===== src/rtl/dma_chan_ctl.sv =====
module dma_chan_ctl #(
  parameter int W = 32,
  parameter int BW = 3,
  parameter int BURST_RST = 4
) (
  input  logic          clk,
  input  logic          rst_n,
  input  logic          wr_en,
  input  logic [1:0]    wr_sel,
  input  logic [W-1:0]  wr_data,
  input  logic          mode_upd,
  input  logic          done_i,
  output logic [1:0]    state_o,
  output logic          start_o,
  output logic          err_o,
  output logic [1:0]    op_mode_o,
  output logic [BW-1:0] src_burst_o,
  output logic [BW-1:0] dst_burst_o,
  output logic          prot_en_o,
  output logic [W-1:0]  desc_ptr_o
);
  localparam logic [1:0] S_IDLE = 2'b00, S_ACT = 2'b01, S_PAU = 2'b10;
  localparam logic [1:0] M_XOR = 2'd0, M_DMA = 2'd1, M_CRC = 2'd2;
  localparam int SRC_LSB = 4, DST_LSB = 8, PROT_BIT = 12;

  logic [1:0] st_d;
  logic       err_set, pulse_d;

  wire finish  = done_i && (state_o == S_ACT);
  wire cmd_wr  = wr_en && !finish && (wr_sel == 2'd0);
  wire cfg_wr  = wr_en && !finish && (wr_sel == 2'd1);
  wire ptr_wr  = wr_en && !finish && (wr_sel == 2'd2);
  wire busy    = (state_o == S_ACT);
  wire [3:0] cmd = wr_data[3:0];
  wire multi   = (cmd & (cmd - 4'd1)) != 4'd0;

  logic aligned;
  always_comb begin
    case (op_mode_o)
      M_XOR:        aligned = (desc_ptr_o[5:0] == 6'd0);
      M_DMA, M_CRC: aligned = (desc_ptr_o[4:0] == 5'd0);
      default:      aligned = 1'b1;
    endcase
  end

  always_comb begin
    st_d    = state_o;
    err_set = 1'b0;
    pulse_d = 1'b0;
    if (finish) begin
      st_d = S_IDLE;
    end else if (cmd_wr && cmd != 4'd0) begin
      if (multi) err_set = 1'b1;
      else if (cmd[0]) begin
        if (state_o == S_IDLE) begin
          if (aligned) begin
            st_d    = S_ACT;
            pulse_d = 1'b1;
          end else err_set = 1'b1;
        end else if (state_o == S_PAU) st_d = S_ACT;
        else err_set = 1'b1;
      end else if (cmd[1]) begin
        if (state_o == S_ACT) st_d = S_IDLE;
        else if (state_o != S_IDLE) err_set = 1'b1;
      end else if (cmd[2]) begin
        if (state_o == S_ACT) st_d = S_PAU;
        else err_set = 1'b1;
      end else begin
        if (state_o == S_PAU) st_d = S_ACT;
        else err_set = 1'b1;
      end
    end else if ((cfg_wr || ptr_wr) && busy) begin
      err_set = 1'b1;
    end
  end

  wire err_clr = cmd_wr && wr_data[4];

  always_ff @(posedge clk or negedge rst_n) begin
    if (!rst_n) begin
      state_o <= S_IDLE;
      start_o <= 1'b0;
      err_o   <= 1'b0;
    end else begin
      state_o <= st_d;
      start_o <= pulse_d;
      err_o   <= err_set | (err_o & ~err_clr);
    end
  end

  always_ff @(posedge clk or negedge rst_n) begin
    if (!rst_n) begin
      op_mode_o   <= M_XOR;
      src_burst_o <= BW'(BURST_RST);
      dst_burst_o <= BW'(BURST_RST);
      prot_en_o   <= 1'b1;
      desc_ptr_o  <= '0;
    end else begin
      if (cfg_wr && !busy) begin
        src_burst_o <= wr_data[SRC_LSB +: BW];
        dst_burst_o <= wr_data[DST_LSB +: BW];
        prot_en_o   <= wr_data[PROT_BIT];
        if (mode_upd) op_mode_o <= wr_data[1:0];
      end
      if (ptr_wr && !busy) desc_ptr_o <= wr_data;
    end
  end
endmodule


===== config.mk =====
export PLATFORM = sky130hd
export DESIGN_NAME = dma_chan_ctl
export DESIGN_NICKNAME = d
export VERILOG_FILES = /design/src/rtl/dma_chan_ctl.sv
export SDC_FILE = /design/constraint.sdc
export NUM_CORES = 1
export LEC_CHECK = 0
export CORE_MARGIN = 2
export CORE_UTILIZATION = 30
export DETAILED_ROUTE_END_ITERATION = 10
export GPL_TIMING_DRIVEN = 0
export HOLD_SLACK_MARGIN = 0.15
export PLACE_DENSITY_LB_ADDON = 0.25
export SYNTH_ARGS = -nofsm -noshare
export SYNTH_HDL_FRONTEND = slang
export SYNTH_SLANG_ARGS = --single-unit

===== constraint.sdc =====
create_clock -name clk -period 4.4 [get_ports clk]
set_input_delay 0.88 -clock clk [delete_from_list [all_inputs] [get_ports clk]]
set_output_delay 0.88 -clock clk [all_outputs]
set_load 0.005 [all_outputs]

Yosys cells after proc, flatten, opt, wreduce, memory -nomap -nowiden:

Index checks and enable logic that the tools add are counted.

* add/subtract/negate cells: 1
* eq/ne operators: 10
* mux-type cells: 31
* bitwise gates (word level): 4
* reduce and logical (&&, ||, !) cells: 25

Operator list (count)
* 2-bit 2-to-1 mux: 11
* 1-bit 2-to-1 mux: 19
* 1-bit logical AND: 10
* 4-bit by 2-bit != test with 1-bit output (second input constant): 2
* 4-bit nonzero test: 2
* 2-bit by 1-bit == test with 1-bit output (second input constant): 3
* 2-bit == test (second input constant): 3
* 2-bit logical NOT: 3
* 6-bit logical NOT: 1
* 5-bit logical NOT: 1
* 5-bit AND reduction: 1
* 4-bit bitwise AND: 1
* 4-bit != test (second input constant): 1
* 2-bit nonzero test: 2
* 4-bit by 1-bit subtractor with 4-bit output (second input constant): 1
* 1-bit logical NOT: 2
* 2-bit != test (second input constant): 1
* 1-bit case mux with 2 select lines: 1
* 2-bit AND reduction: 1
* 2-bit OR reduction: 1
* 1-bit bitwise AND: 1
* 1-bit logical OR: 1
* 1-bit inverter: 1
* 1-bit bitwise OR: 1

* bits in registers: 45
* bits of input ports: 39
* output and inout bits: 45
* word-level logic and storage cells: 79

Depth between registers and ports, before layout:

* depth in word-level cells: 11
* depth in mapped cells: 7
* mapped depth without buffers: 7

Worst setup path after synthesis:

No wires, ideal clock.

* path kind: input to register
* from: input wr_data[2]
* to: register state_o[0]
* setup time: 0.125 ns
* data arrival time: 1.870 ns
* data required time: 4.275 ns
* path slack: 2.405 ns
* stages on the path: 6
* buffers on the path: 1
* path through: buf_8 xor2_1 a221oi_2 o21ai_2 o311ai_2 mux2_4

* cells in the longest elaborated chain, start to end: 6

Ends and longest elaborated chain
* start: declaration: line 10 `input logic [W-1:0] wr_data,`
* parallel branches: the longest is 6 deep, another holds 4-bit by 1-bit subtractor with 4-bit output
* end signal: assignment: line 85 `state_o <= st_d;`
* end: declaration: line 13 `output logic [1:0] state_o,`

Parallel ways; which one is timed is not known. The select of a mux whose other input is x is not followed.
A chain may end at the register's enable or synchronous reset.

Worst setup path after layout:

* from: input wr_data[1]
* to: register state_o[0]

* cells in the longest elaborated chain, start to end: 5

Ends and longest elaborated chain (line)
* 4-bit by 1-bit subtractor with 4-bit output / 2-bit 2-to-1 mux (equally long branches): 35, 62
* 4-bit bitwise AND / 2-bit 2-to-1 mux (equally long branches): 35, 54
* 4-bit nonzero test / 2-bit 2-to-1 mux (equally long branches): 35, 53
* 2-bit != test (no line) / 2-bit 2-to-1 mux (equally long branches)
* 5-bit AND reduction (no line) / 2-bit 2-to-1 mux (equally long branches)

Parallel ways exist; a longest one is shown, timed or not. The select of a mux whose other input is x is not followed.

==> reports/metrics.csv <==
stage,metric,value,unit
global_routing,grt_pass1_wl,7700,µm
sta,min_period_over_period,53.08,%
global_routing,grt_max_degree,25,
placed_design,globalplace.congestion,0.7645,
die,start_util,31.48,%
clock_network,cts_tree,built,
cells_and_area,fin_util,47.40,%
setup_path,crit_fanout,7,
sta,worst_pin_slew,0.5468,ns
sta,rsz0062_at_grt,false,
sta,finalWorstSetupSlack,2.064,ns
logic_synthesis,synth_most_common_cell,dfrtp_1,
die,dieArea,7412,µm²
logic_synthesis,netlist_top_cells_count,"42 x dfrtp_1, 33 x mux2_2, 23 x nand2_1",
die,pin_count,84,
cells_and_area,final_nets,289,
drt,vias,1535,
sta,finalHoldViolCount,0,
pwr,finalPower,1.816,mW
die,core_area,6422,µm²
drt,finalWirelength,4724,µm
setup_path,crit_chain,clkdlybuf4s50_1 > and2b_4 > a221oi_2 > o21ai_2 > o311ai_2 > mux2_4,
cells_and_area,antenna_cells,0,
setup_path,path_buf_inv,1,
sta,setup_viol,0,
setup_path,required,4.58,ns
setup_path,rrSetupSlack,2.59,ns
die,die_h,86.10,µm
drt,drc,0,
logic_synthesis,synth_edf_count,0,
sta,max_freq,428.2,MHz
setup_path,startpoint_type,primary input,
sta,fin_crit,2.336,ns
setup_path,startpoint,wr_data[1],
clock_network,max-clock-path-buffers,2,
placed_design,io_buffers,82,
run,cap_violations,0,
pwr,p_leak,1.298,nW
clock_network,holdBufCountCts,0,
hold_path,min_path_type,register to register,
die,die_x,86.10,µm
logic_synthesis,avgSynthCellArea,12.80,µm²
logic_synthesis,post-synth-top-area-cell,dfrtp_1,
clock_network,worstSkewPairLatency,0.29,ns
placed_design,post-place-ws,1.768,ns
clock_network,clk_pin_slew_worst_paths,0.08,ns
setup_path,path_class,primary input to register,
setup_path,crit_path_end_kind,register,
global_routing,antenna_found_initial,0,
setup_path,reg2reg_from,op_mode_o[0],
pwr,ir_worst_vdd,0.0002504,V
placed_design,place.detailed.hpwl,3585,µm
placed_design,dpl_cell_area,2954,µm²
setup_path,cp.arrival,2.51,ns
setup_path,critPathMaxStageDelay,0.56,ns
sta,skew,0.003225,ns
drt,post_drt_wl_per_cell,14.49,µm
die,row_count,29,
logic_synthesis,async_reset_ff_share,100.0,%
logic_synthesis,synth_top_flop_cell,dfrtp_1,
clock_network,post_cts_buffers,0,
sta,drv_slew,0,
logic_synthesis,synth_cells,158,
drt,via_per_inst,4.709,
drt,dr.pass1.iters,3,
clock_network,ctsResizeCount,0,
logic_synthesis,syn_area,2022,µm²
logic_synthesis,synth-seq-cells,45,
cells_and_area,drive_above_1_share,25.30,%
clock_network,root_buffer,clkbuf_8,
clock_network,cts-htree-levels,2,
pwr,p_per_area,596.6,nW/µm²
logic_synthesis,ys_types,34,
global_routing,grt_overflow_total,0,
clock_network,cts.sinks,45,
status,status,finished clean,
logic_synthesis,yosys_warnings,0,
cells_and_area,design_area,3044,µm²
logic_synthesis,yosys-top-cells-area,"dfrtp_1 52%, mux2_2 18%, nand2_1 4.3%",
global_routing,track_usage,13.37,%
logic_synthesis,syn_nets,199,
sta,slew_headroom,63.55,%
global_routing,grt_pass1_vias,1589,
drt,drt_iter0_drc,42,
hold_path,hold_path_startpoint,prot_en_o,
setup_path,critPathSlowestCell,clkdlybuf4s50_1,
cells_and_area,area_growth,50.56,%
drt,drtAntennaViolNets,0,
clock_network,cts-buffers-inserted,5,
logic_synthesis,yosysSeqAreaShare,55.88,%
logic_synthesis,yosys.area.top_type_share,51.98,%
sta,tns,0,ns
setup_path,critPathTopFamily,buffers and inverters,
-- cell usage in the layout (no fill, tap or decap), types with 2 or more instances in the layout --
| cell type | netlist | layout |
|---|---|---|
| clkdlybuf4s50_1 | 0 | 81 |
| mux2_2 | 33 | 33 |
| dfstp_2 | 3 | 3 |
| clkbuf_1 | 0 | 2 |
| nand4b_4 | 2 | 2 |
| nor3_1 | 4 | 4 |
| dfrtp_1 | 42 | 42 |
| nand3_1 | 4 | 4 |
| nand2_1 | 23 | 23 |
| o21ai_0 | 6 | 6 |
| a21oi_1 | 4 | 4 |
| clkbuf_8 | 0 | 6 |
| buf_2 | 4 | 5 |
| nor2_1 | 5 | 5 |
| ha_1 | 2 | 2 |
| inv_1 | 5 | 5 |
-- where the power goes --
part | total [mW] | switching [mW] | internal, mW
clock network | 0.260 | 0.132 | 0.128
registers | 0.740 | 0.116 | 0.625
logic | 0.815 | 0.266 | 0.549
-- cell type report --
class	count	area, µm²
Multi-Input combinational cell	101	823.3
Timing Repair Buffer	83	835.8
Inverter	6	22.52
Clock buffer	8	90.09
Fill cell	575	3378
Tap cell	77	96.34
Buffer	6	46.29
Sequential cell	45	1130
-- final timing paths --
kind / endpoint / depth (start not counted)
worst min-delay path: prot_en_o / 2
max in group asynchronous: src_burst_o[2] / 2
worst max register to register: state_o[0] / 5
worst max-delay path: state_o[0] / 6
min in group asynchronous: desc_ptr_o[13] / 1
worst min register to register: prot_en_o / 2
-- registers in the layout (all words and copies together) (netlist names) --
signal,flops
desc_ptr_o,32
dst_burst_o,3
src_burst_o,3
op_mode_o,2
state_o,2
err_o,1
prot_en_o,1
start_o,1
-- stage by stage --
step                      instances  hold slack, ns
after floorplan                 158          0.4482
after global placement          317          0.4494
after detailed placement        318          0.4493
after CTS                       326          0.4629
after global routing            326          0.4914
final                           326          0.4576
-- worst register-to-register path: stages (launching register included) --
cell and delay [ns]:
dfrtp_1 0.41, inv_1 0.06, ha_1 0.28, o211a_1 0.27, o311ai_2 0.35, mux2_4 0.33
-- layer usage --
layer / track usage (%) / routed length, µm / vias to the layer above
met3: 4.620 / 356 / 5
li1: - / - / 731
met4: 4.329 / 45 / 0
met2: 21.92 / 2251 / 49
met1: 16.50 / 2070 / 750
met5: 0 / 0 / -
-- cell families after synthesis --
kind of cell | count (synthesis) | share of synthesized area, %
AO/OA/AOI/OAI | 18 | 6.746
XOR/XNOR | 1 | 0.4332
adder cells (fa/ha/maj) | 2 | 1.237
buffers and inverters | 12 | 3.403
flip-flops | 45 | 55.88
multiplexers | 35 | 19.62
AND/OR/NAND/NOR | 45 | 12.69
No activity file was read; power rests on OpenSTA's default activity.
